<file path="config.mk">
export PLATFORM = sky130hd
export DESIGN_NAME = atm_cell_delin
export DESIGN_NICKNAME = d
export VERILOG_FILES = /design/src/rtl/cd_pkg.sv /design/src/rtl/cd_hec_check.sv /design/src/rtl/cd_sync_fsm.sv /design/src/rtl/cd_descrambler.sv /design/src/rtl/atm_cell_delin.sv
export SDC_FILE = /design/constraint.sdc
export NUM_CORES = 1
export LEC_CHECK = 0
export BUFFER_PORTS_ARGS = -buffer_cell sky130_fd_sc_hd__buf_2
export CAP_MARGIN = 20
export CORE_AREA = 4 4 148 150
export CTS_BUF_LIST = sky130_fd_sc_hd__clkbuf_2 sky130_fd_sc_hd__clkbuf_4 sky130_fd_sc_hd__clkbuf_8
export DETAILED_ROUTE_END_ITERATION = 7
export DIE_AREA = 0 0 152 154
export PLACE_DENSITY = 0.8
export REMOVE_ABC_BUFFERS = 1
export SYNTH_ARGS = -nofsm -noshare
export SYNTH_HDL_FRONTEND = slang
export SYNTH_SLANG_ARGS = --single-unit
</file>
<file path="constraint.sdc">
create_clock -name clk -period 5.83 [get_ports clk]
set_clock_uncertainty 0.15 [all_clocks]
set_input_delay 0.2915 -clock clk [delete_from_list [all_inputs] [get_ports clk]]
set_output_delay 0.2915 -clock clk [all_outputs]
set_load 0.01 [all_outputs]
</file>
<file path="src/rtl/cd_pkg.sv">
package cd_pkg;

  typedef enum logic [1:0] {
    ST_HUNT    = 2'd0,
    ST_PRESYNC = 2'd1,
    ST_SYNC    = 2'd2
  } cd_state_e;

  localparam int          CW_BITS   = 40;   // header plus check byte
  localparam int          SCR_LEN   = 43;   // self-synchronising span
  localparam logic [7:0]  HEC_COSET = 8'h55;
  localparam logic [31:0] IDLE_HDR  = 32'h0000_0001;

  // CRC-8, generator x^8+x^2+x+1, zero preset, MSB first
  function automatic logic [7:0] hec_calc(input logic [31:0] hdr);
    logic [7:0] c;
    logic       fb;
    c = 8'h00;
    for (int b = 31; b >= 0; b--) begin
      fb = c[7] ^ hdr[b];
      c  = {c[6:0], 1'b0};
      if (fb) c = c ^ 8'h07;
    end
    return c;
  endfunction

  // syndrome produced by a single flipped bit at codeword position i
  function automatic logic [7:0] unit_syn(input int i);
    if (i < 8) return 8'(1 << i);
    return hec_calc(32'(1) << (i - 8));
  endfunction

  // one byte through the x^43+1 de-scrambler: returns {next state, byte}
  function automatic logic [SCR_LEN+7:0] descr_step(input logic [SCR_LEN-1:0] st,
                                                    input logic [7:0] din);
    logic [SCR_LEN-1:0] s;
    logic [7:0]         o;
    s = st;
    for (int b = 7; b >= 0; b--) begin
      o[b] = din[b] ^ s[SCR_LEN-1];
      s    = {s[SCR_LEN-2:0], din[b]};
    end
    return {s, o};
  endfunction

endpackage

</file>
<file path="src/rtl/cd_hec_check.sv">
module cd_hec_check
  import cd_pkg::*;
(
  input  logic [CW_BITS-1:0] word_i,
  output logic               ok_o,
  output logic               single_o,
  output logic [CW_BITS-1:0] fixed_o
);
  logic [7:0]         syn;
  logic [CW_BITS-1:0] hit;

  assign syn = hec_calc(word_i[CW_BITS-1:8]) ^ HEC_COSET ^ word_i[7:0];

  generate
    for (genvar i = 0; i < CW_BITS; i++) begin : g_pos
      localparam logic [7:0] USYN = unit_syn(i);
      assign hit[i] = (syn == USYN);
    end
  endgenerate

  assign ok_o     = (syn == 8'h00);
  assign single_o = |hit;
  assign fixed_o  = word_i ^ hit;
endmodule

</file>
<file path="src/rtl/cd_sync_fsm.sv">
module cd_sync_fsm
  import cd_pkg::*;
#(
  parameter int ALPHA = 7,
  parameter int DELTA = 6
) (
  input  logic      clk,
  input  logic      rst_n,
  input  logic      hunt_step_i,
  input  logic      at_check_i,
  input  logic      hec_ok_i,
  input  logic      single_i,
  output cd_state_e state_o,
  output logic      corr_mode_o,
  output logic      ev_lock_o,
  output logic      ev_accept_o,
  output logic      ev_correct_o,
  output logic      ev_discard_o,
  output logic      ev_lost_o
);
  localparam int RUN_MAX = (ALPHA > DELTA) ? ALPHA : DELTA;
  localparam int RUN_W   = $clog2(RUN_MAX + 1);

  cd_state_e        st_q, st_d;
  logic [RUN_W-1:0] run_q, run_d;
  logic             corr_q, corr_d;

  always_comb begin
    st_d         = st_q;
    run_d        = run_q;
    corr_d       = corr_q;
    ev_lock_o    = 1'b0;
    ev_accept_o  = 1'b0;
    ev_correct_o = 1'b0;
    ev_discard_o = 1'b0;
    ev_lost_o    = 1'b0;
    unique case (st_q)
      ST_HUNT: begin
        if (hunt_step_i && hec_ok_i) begin
          st_d      = ST_PRESYNC;
          run_d     = '0;
          ev_lock_o = 1'b1;
        end
      end
      ST_PRESYNC: begin
        if (at_check_i) begin
          if (!hec_ok_i) begin
            st_d      = ST_HUNT;
            ev_lost_o = 1'b1;
          end else if (run_q == RUN_W'(DELTA - 1)) begin
            st_d   = ST_SYNC;
            run_d  = '0;
            corr_d = 1'b1;
          end else begin
            run_d = run_q + 1'b1;
          end
        end
      end
      ST_SYNC: begin
        if (at_check_i) begin
          if (hec_ok_i) begin
            ev_accept_o = 1'b1;
            corr_d      = 1'b1;
            run_d       = '0;
          end else if (run_q == RUN_W'(ALPHA - 1)) begin
            st_d         = ST_HUNT;
            ev_discard_o = 1'b1;
            ev_lost_o    = 1'b1;
          end else begin
            run_d  = run_q + 1'b1;
            corr_d = 1'b0;
            if (corr_q && single_i) begin
              ev_accept_o  = 1'b1;
              ev_correct_o = 1'b1;
            end else begin
              ev_discard_o = 1'b1;
            end
          end
        end
      end
      default: st_d = ST_HUNT;
    endcase
  end

  always_ff @(posedge clk) begin
    if (!rst_n) begin
      st_q   <= ST_HUNT;
      run_q  <= '0;
      corr_q <= 1'b1;
    end else begin
      st_q   <= st_d;
      run_q  <= run_d;
      corr_q <= corr_d;
    end
  end

  assign state_o     = st_q;
  assign corr_mode_o = corr_q;
endmodule

</file>
<file path="src/rtl/cd_descrambler.sv">
module cd_descrambler
  import cd_pkg::*;
(
  input  logic       clk,
  input  logic       rst_n,
  input  logic       adv_i,
  input  logic [7:0] din_i,
  output logic [7:0] dout_o
);
  logic [SCR_LEN-1:0] st_q;
  logic [SCR_LEN+7:0] step;

  assign step   = descr_step(st_q, din_i);
  assign dout_o = step[7:0];

  always_ff @(posedge clk) begin
    if (!rst_n)     st_q <= '0;
    else if (adv_i) st_q <= step[SCR_LEN+7:8];
  end
endmodule

</file>
<file path="src/rtl/atm_cell_delin.sv">
module atm_cell_delin
  import cd_pkg::*;
#(
  parameter int ALPHA = 7,
  parameter int DELTA = 6,
  parameter int CNT_W = 16
) (
  input  logic             clk,
  input  logic             rst_n,
  input  logic             cfg_descr_en,
  input  logic             cfg_idle_drop,
  input  logic             in_valid,
  input  logic [7:0]       in_byte,
  output logic             out_valid,
  output logic             out_soc,
  output logic [7:0]       out_byte,
  output logic             in_sync,
  output logic [CNT_W-1:0] corr_count,
  output logic [CNT_W-1:0] disc_count
);
  localparam int CELL_LEN = 53;
  localparam int HDR_LEN  = CW_BITS / 8;
  localparam int POS_W    = $clog2(CELL_LEN);
  localparam int FILL_W   = $clog2(HDR_LEN);

  // named internal events, observed by the checker
  cd_state_e          state;
  logic               corr_mode;
  logic               ev_lock, ev_accept, ev_correct, ev_discard, ev_lost;
  logic               at_check, hunt_step, hec_ok, single_err;

  logic [CW_BITS-1:0] win_q;       // last five accepted bytes
  logic [CW_BITS-1:0] cand;        // window closed by the current byte
  logic [CW_BITS-1:0] fixed;
  logic [FILL_W-1:0]  fill_q;
  logic [POS_W-1:0]   pos_q;       // cell position of the current byte
  logic [CW_BITS-1:0] hdr_q;
  logic               emit_q;
  logic               hdr_out, pay_out;
  logic [2:0]         hsel;
  logic [7:0]         oldest, hdr_byte, descr_byte;
  logic               is_idle;

  assign cand      = {win_q[CW_BITS-9:0], in_byte};
  assign oldest    = win_q[CW_BITS-1 -: 8];
  assign hunt_step = in_valid && (fill_q == FILL_W'(HDR_LEN - 1));
  assign at_check  = in_valid && (state != ST_HUNT) && (pos_q == POS_W'(HDR_LEN - 1));
  assign hdr_out   = (pos_q >= POS_W'(HDR_LEN)) && (pos_q < POS_W'(2 * HDR_LEN));
  assign pay_out   = !hdr_out;
  assign hsel      = 3'(pos_q - POS_W'(HDR_LEN));
  assign is_idle   = (fixed[CW_BITS-1:8] == IDLE_HDR);

  cd_hec_check u_hec (
    .word_i  (cand),
    .ok_o    (hec_ok),
    .single_o(single_err),
    .fixed_o (fixed)
  );

  cd_sync_fsm #(.ALPHA(ALPHA), .DELTA(DELTA)) u_fsm (
    .clk         (clk),
    .rst_n       (rst_n),
    .hunt_step_i (hunt_step),
    .at_check_i  (at_check),
    .hec_ok_i    (hec_ok),
    .single_i    (single_err),
    .state_o     (state),
    .corr_mode_o (corr_mode),
    .ev_lock_o   (ev_lock),
    .ev_accept_o (ev_accept),
    .ev_correct_o(ev_correct),
    .ev_discard_o(ev_discard),
    .ev_lost_o   (ev_lost)
  );

  cd_descrambler u_descr (
    .clk   (clk),
    .rst_n (rst_n),
    .adv_i (in_valid && (state != ST_HUNT) && pay_out),
    .din_i (oldest),
    .dout_o(descr_byte)
  );

  always_comb begin
    unique case (hsel)
      3'd0:    hdr_byte = hdr_q[39:32];
      3'd1:    hdr_byte = hdr_q[31:24];
      3'd2:    hdr_byte = hdr_q[23:16];
      3'd3:    hdr_byte = hdr_q[15:8];
      default: hdr_byte = hdr_q[7:0];
    endcase
  end

  // byte window, fill level and cell position
  always_ff @(posedge clk) begin
    if (!rst_n) begin
      win_q  <= '0;
      fill_q <= '0;
      pos_q  <= '0;
    end else if (in_valid) begin
      win_q <= cand;
      if (fill_q != FILL_W'(HDR_LEN - 1)) fill_q <= fill_q + 1'b1;
      if (state == ST_HUNT)
        pos_q <= ev_lock ? POS_W'(HDR_LEN) : '0;
      else
        pos_q <= (pos_q == POS_W'(CELL_LEN - 1)) ? '0 : pos_q + 1'b1;
    end
  end

  // per-cell emit decision and latched header
  always_ff @(posedge clk) begin
    if (!rst_n) begin
      emit_q <= 1'b0;
      hdr_q  <= '0;
    end else if (at_check) begin
      emit_q <= ev_accept && !(is_idle && cfg_idle_drop);
      hdr_q  <= fixed;
    end
  end

  // output register stage
  always_ff @(posedge clk) begin
    if (!rst_n) begin
      out_valid <= 1'b0;
      out_soc   <= 1'b0;
      out_byte  <= '0;
    end else begin
      out_valid <= in_valid && emit_q;
      out_soc   <= in_valid && emit_q && (pos_q == POS_W'(HDR_LEN));
      if (in_valid)
        out_byte <= hdr_out ? hdr_byte : (cfg_descr_en ? descr_byte : oldest);
    end
  end

  always_ff @(posedge clk) begin
    if (!rst_n) begin
      corr_count <= '0;
      disc_count <= '0;
    end else begin
      if (ev_correct) corr_count <= corr_count + 1'b1;
      if (ev_discard) disc_count <= disc_count + 1'b1;
    end
  end

  assign in_sync = (state == ST_SYNC);
endmodule

</file>
# After elaboration in Yosys (flattened, before gate mapping)
# Cells that the tools add are included.
[word_totals] regBits=181 in_bits=13 output_inout_bits=43 word_cells=257
[op_classes] n_addsub=6 n_lt_le_gt_ge=2 n_eq_ne=62 mux=76 bitwise_logic=73 reduce_logical=24
[op_table] operator="3-bit 2-to-1 mux" n=40
[op_table] operator="8-bit equality test, second input constant" n=14
[op_table] operator="3-bit NOT" n=31
[op_table] operator="8-bit by 7-bit equality test with 1-bit output, second input constant" n=10
[op_table] operator="8-bit by 6-bit equality test with 1-bit output, second input constant" n=5
[op_table] operator="40-bit OR reduction" n=1
[op_table] operator="40-bit bitwise XOR" n=1
[op_table] operator="1-bit bitwise XOR" n=34
[op_table] operator="16-bit by 1-bit adder with 16-bit output, second input constant" n=2
[op_table] operator="32-bit by 1-bit equality test with 1-bit output, second input constant" n=1
[op_table] operator="8-bit by 5-bit equality test with 1-bit output, second input constant" n=4
[op_table] operator="8-bit case mux with 4 select lines" n=1
[op_table] operator="8-bit by 4-bit equality test with 1-bit output, second input constant" n=3
[op_table] operator="1-bit 2-to-1 mux" n=21
[op_table] operator="6-bit AND reduction" n=3
[op_table] operator="8-bit by 3-bit equality test with 1-bit output, second input constant" n=2
[op_table] operator="8-bit 2-to-1 mux" n=2
[op_table] operator="2-bit 2-to-1 mux" n=7
[op_table] operator="6-bit by 3-bit equality test with 1-bit output, second input constant" n=2
[op_table] operator="6-bit 2-to-1 mux" n=2
[op_table] operator="1-bit logical AND" n=11
[op_table] operator="2-bit by 1-bit inequality test with 1-bit output, second input constant" n=5
[op_table] operator="3-bit equality test, second input constant" n=3
[op_table] operator="3-bit case mux with 3 select lines" n=1
[op_table] operator="other kinds (27)" n=37

# Logic depth before layout (Yosys ltp)
[depth] ltp_word=74 ltp_mapped=17 mapped_depth_nobuf=13

# Cells and area by module
# A second synthesis with hierarchy kept.
[hier_totals] cells_unflattened=1139 area_unflattened_um2=10719.0
[modules_own_cells] module="atm_cell_delin" instances=1 cells_per_inst=654 area_per_inst_um2=5993.2 seq_area_each_um2=2642.5
[modules_own_cells] module="cd_hec_check" instances=1 cells_per_inst=273 area_per_inst_um2=2438.6 seq_area_each_um2=0.0
[modules_own_cells] module="cd_descrambler" instances=1 cells_per_inst=146 area_per_inst_um2=1736.7 seq_area_each_um2=860.8
[modules_own_cells] module="cd_sync_fsm" instances=1 cells_per_inst=66 area_per_inst_um2=550.5 seq_area_each_um2=120.1

# Worst setup path before layout
# Ideal clock, no wire load.
[synth_timing] kind="register to register" from="register win_q[24]" to="register disc_count[14]" setup_ns=0.118 arrival_time_ns=4.323 required_ns=5.562 path_slack_ns=1.239 path_stages_with_launch=17 path_buffers=3 synth_period_minus_slack_ns=4.591 cell_sequence="dfxtp_1 -> buf_4 -> xnor3_2 -> xnor3_1 -> xnor2_2 -> xnor3_1 -> buf_4 -> xnor2_2 -> nor2b_1 -> a21bo_2 -> nand2_1 -> o41ai_2 -> nand3_1 -> o31a_1 -> buf_6 -> or4_1 -> mux2i_1"
[synth_between] elab_chain_cells=30 word_cells_on_any_way=105 classes_between="eq/ne: 40; mux: 26; bitwise: 36; reduce/logical: 3"
[synth_rtl] element="from (decl)" line_no="atm_cell_delin.sv:32" rtl="logic [CW_BITS-1:0] win_q;"
[synth_rtl] element="from (signal assigned)" line_no="atm_cell_delin.sv:101" rtl="win_q <= cand;"
[synth_rtl] element="1-bit bitwise XOR *" line_no="cd_pkg.sv:20" rtl="fb = c[7] ^ hdr[b];"
[synth_rtl] element="3-bit 2-to-1 mux *" line_no="cd_pkg.sv:22" rtl="if (fb) c = c ^ 8'h07;"
[synth_rtl] element="3-bit NOT (no source line) or 1-bit bitwise XOR (tied branches)"
[synth_rtl] element="3-bit 2-to-1 mux" line_no="cd_pkg.sv:22"
[synth_rtl] element="3-bit NOT (no source line) or 1-bit bitwise XOR (tied branches)"
[synth_rtl] element="3-bit 2-to-1 mux" line_no="cd_pkg.sv:22"
[synth_rtl] element="1-bit bitwise XOR or 3-bit NOT (tied branches)"
[synth_rtl] element="3-bit 2-to-1 mux" line_no="cd_pkg.sv:22"
[synth_rtl] element="(+14 left out)"
[synth_rtl] element="8-bit by 1-bit equality test with 1-bit output (tied with other cells)" line_no="cd_hec_check.sv:17" rtl="assign hit[i] = (syn == USYN);"
[synth_rtl] element="40-bit OR reduction" line_no="cd_hec_check.sv:22" rtl="assign single_o = |hit;"
[synth_rtl] element="1-bit logical AND" line_no="cd_sync_fsm.sv:72" rtl="if (corr_q && single_i) begin"
[synth_rtl] element="1-bit 2-to-1 mux" line_no="cd_sync_fsm.sv:72"
[synth_rtl] element="1-bit 2-to-1 mux" line_no="cd_sync_fsm.sv:65" rtl="end else if (run_q == RUN_W'(ALPHA - 1)) begin"
[synth_rtl] element="1-bit 2-to-1 mux *" line_no="cd_sync_fsm.sv:61" rtl="if (hec_ok_i) begin"
[synth_rtl] element="1-bit 2-to-1 mux *" line_no="cd_sync_fsm.sv:60" rtl="if (at_check_i) begin"
[synth_rtl] element="1-bit 2-to-1 mux *" line_no="cd_sync_fsm.sv:37" rtl="unique case (st_q)"
[synth_rtl] element="to (signal assigned)" line_no="atm_cell_delin.sv:141" rtl="if (ev_discard) disc_count <= disc_count + 1'b1;"
[synth_rtl] element="to (decl)" line_no="atm_cell_delin.sv:19" rtl="output logic [CNT_W-1:0] disc_count"
# Mark *: on every way between the ends. The rest lies on a longest branch, timed or not.
# A chain may end at the register's enable or synchronous reset.

# Worst setup path after layout
# Ends and elaborated chain as after synthesis.

==> flow_summary.json <==
{
  "r2r-end": "disc_count[14]$_SDFFE_PN0P_",
  "slew_headroom_pct": 39.2,
  "wire_per_inst_um": 18.2,
  "finalCritPeriodShare_pct": 93.3,
  "regToRegStartpoint": "win_q[24]$_SDFFE_PN0P_",
  "met1_length_mm": 12.5,
  "vias": 9293,
  "syn_area_um2": 10800,
  "min_delay_path_depth": 3,
  "antenna_found_initial": 0,
  "fmax_ghz": 0.184,
  "final_common_cell": "dfxtp_1",
  "io_pins": 56,
  "synthCells": 1286,
  "die_area_um2": 23400,
  "met3_length_mm": 1.96,
  "placedCellCount": 1538,
  "r2r_slack_ns": 0.39,
  "hold_path_end": "win_q[3]$_SDFFE_PN0P_",
  "seq_area_frac_synth_pct": 33.7,
  "cp_max_fo": 12,
  "synthFlopType": "dfxtp_1",
  "routed.top_layer": "met4",
  "drv_slew": 0,
  "synth_warnings": 0,
  "path_class": "register to register",
  "reg2reg_depth": 13,
  "power.leakage_nw": 4.36,
  "dr_wl_met2_mm": 13.2,
  "drive_gt1_share_pct": 11.3,
  "yosys_register_bits": 181,
  "rsz0062_at_grt": "false",
  "grt_max_degree": 93,
  "powerDensity_nw_per_um2": 296,
  "synth.distinct_cells": 72,
  "cts_tree": "done",
  "clockBufferDepth": 2,
  "hpwl_mm": 20.6,
  "vias_per_cell": 5.90,
  "clock_sinks": 181,
  "cts.repair.resized": 0,
  "cts_buffers": 17,
  "num_rows": 53,
  "nFillCells": 1895,
  "wirelength_mm": 28.6,
  "syn_to_final_growth_pct": 7.69,
  "setup_viol": 0,
  "insertion_delay_ns": 0.46,
  "drt_iter0_markers": 969,
  "fp.coreArea_um2": 20700,
  "synth_edf_count": 0,
  "layout_common_cells": "181 x dfxtp_1, 160 x nand2_1, 145 x nor2_1",
  "port_buffers": 55,
  "diodes": 0,
  "cp-start-kind": "register",
  "peakVddDrop_uv": 181,
  "finalHoldViolCount": 0,
  "drtAntennaViolNets": 0,
  "first_global_vias": 8589,
  "utilization_pct": 56.0,
  "track_usage_pct": 24.1,
  "avgSynthCellArea_um2": 8.36,
  "fin_crit_ns": 5.44,
  "place_congestion": 1.00,
  "grt_overflow_total": 0,
  "min_path_type": "input port to register",
  "end_kind": "register",
  "crit_required_ns": 6.04,
  "drt_first_pass_iters": 5,
  "fp.dieH_um": 154,
  "grt_pass1_wl_mm": 46.5,
  "setup_tns_ns": 0,
  "total_power_mw": 3.43,
  "status": "finished clean",
  "hold_path_startpoint": "in_byte[3]",
  "critPathArrivalTime_ns": 5.64,
  "die_w_um": 152,
  "nets": 1318,
  "htreeDepth": 4,
  "clk_pin_slew_ns": 0.10,
  "whs_ns": 0.0374,
  "tightest_slew_ns": 0.913,
  "maxCapViolCount": 0,
  "multi_input_area_um2": 6660,
  "start_util_pct": 52.0,
  "seq_area_um2": 3620,
  "cts-root-buf": "clkbuf_8",
  "drc": 0,
  "instances_no_fill": 1575,
  "async_flop_share_pct": 0
}
worst max-delay path by stage:
stage | startpoint | endpoint | slack (ns) | depth (start not counted)
global route | win_q[24]$_SDFFE_PN0P_ | disc_count[11]$_SDFFE_PN0P_ | 0.17 | 14
finish | win_q[24]$_SDFFE_PN0P_ | disc_count[14]$_SDFFE_PN0P_ | 0.39 | 13
detailed placement | win_q[24]$_SDFFE_PN0P_ | disc_count[9]$_SDFFE_PN0P_ | 0.56 | 14
global placement | win_q[24]$_SDFFE_PN0P_ | corr_count[4]$_SDFFE_PN0P_ | 0.69 | 15
CTS | win_q[24]$_SDFFE_PN0P_ | disc_count[9]$_SDFFE_PN0P_ | 0.49 | 14
floorplan | win_q[24]$_SDFFE_PN0P_ | disc_count[13]$_SDFFE_PN0P_ | 0.34 | 13
per-stage QoR:
step,instance area (um2),setup slack [ns]
global route,11600,0.166
finish,11600,0.391
detailed placement,11100,0.558
floorplan,10300,0.336
CTS,11600,0.490
global placement,11100,0.688
timing repair:
item,4_1_cts,5_1_grt
endpoints found under the setup margin,0,0
hold buffers,5,0
buffers inserted,0,0
hold endpoints to repair,5,0
synth_stat cells, types with 4 or more instances:
master	count	area share (%)
buf_1	9	0.31
buf_2	13	0.60
a211oi_1	48	3.4
nor2_1	145	5.1
ha_1	18	2.1
xnor2_2	5	0.76
nand2_1	160	5.6
xor2_1	29	2.4
nand2b_1	18	1.0
nor4b_1	4	0.33
a21oi_1	100	4.7
or4_1	15	1.0
mux2_2	4	0.42
nor2b_1	10	0.58
a22oi_1	20	1.4
dfxtp_1	181	34
inv_1	15	0.52
o22ai_1	4	0.23
or3_1	8	0.47
or2_2	5	0.29
xnor3_1	21	4.4
mux2i_1	63	5.9
xnor2_1	76	6.2
a32oi_1	4	0.33
nand3_1	29	1.3
o31ai_1	15	1.0
and3_1	18	1.0
buf_4	6	0.42
and2_1	16	0.93
nor3_1	37	1.7
o2111ai_1	6	0.49
nand4_1	21	1.2
a21bo_2	5	0.47
nor3b_1	7	0.49
o21ai_0	22	1.0
clkbuf_1	71	2.5
sequential cells by signal, indices dropped and copies added (netlist names):
signal and flops:
u_descr.st_q 43, hdr_q 40, win_q 40, corr_count 16, disc_count 16, out_byte 8
pos_q 6, fill_q 3, u_fsm.run_q 3, u_fsm.state_o 2, emit_q 1, out_soc 1
out_valid 1, u_fsm.corr_mode_o 1
routing by layer:
metal,GRT usage (%),vias up
li1,-,4518
met4,7.96,0
met1,32.9,4324
met5,0,-
met2,38.9,384
met3,4.48,67
where the power goes:
part	total (mW)	switching [mW]	leakage, nW	internal, mW
Combinational	1.30	0.855	2.69	0.447
Clock	0.851	0.510	0.203	0.341
Sequential	1.27	0.0234	1.46	1.25
kinds of logic (layout without fill, tap and decap cells):
group | count (synthesis) | in the layout | synth area share, %
simple gates | 505 | 505 | 22.1
compound gates | 259 | 259 | 15.8
flops | 181 | 181 | 33.7
xor+xnor | 137 | 137 | 15.1
buf+inv | 117 | 131 | 4.53
mux | 69 | 69 | 6.62
fa+ha+maj | 18 | 18 | 2.09
area by class of cell:
type | count | area share [%]
Sequential cell | 181 | 31.3
Clock inverter | 12 | 1.09
Timing Repair Buffer | 83 | 4.32
Multi-Input combinational cell | 988 | 57.5
Tap cell | 275 | 2.97
Inverter | 16 | 0.540
Clock buffer | 20 | 2.27
critical path: stages (launching register included):
cell and delay [ns]:
dfxtp_1 0.55, xnor3_2 0.54, xnor3_1 0.44, xnor2_2 0.25
xnor3_1 0.56, xnor3_1 0.57, nor3_1 0.10, a31oi_2 0.48
nor2_1 0.12, o21ai_0 0.30, nand4_1 0.26, o31a_1 0.32
or4_1 0.54, mux2i_1 0.14
Note: power is estimated with default switching activity, not from simulation.
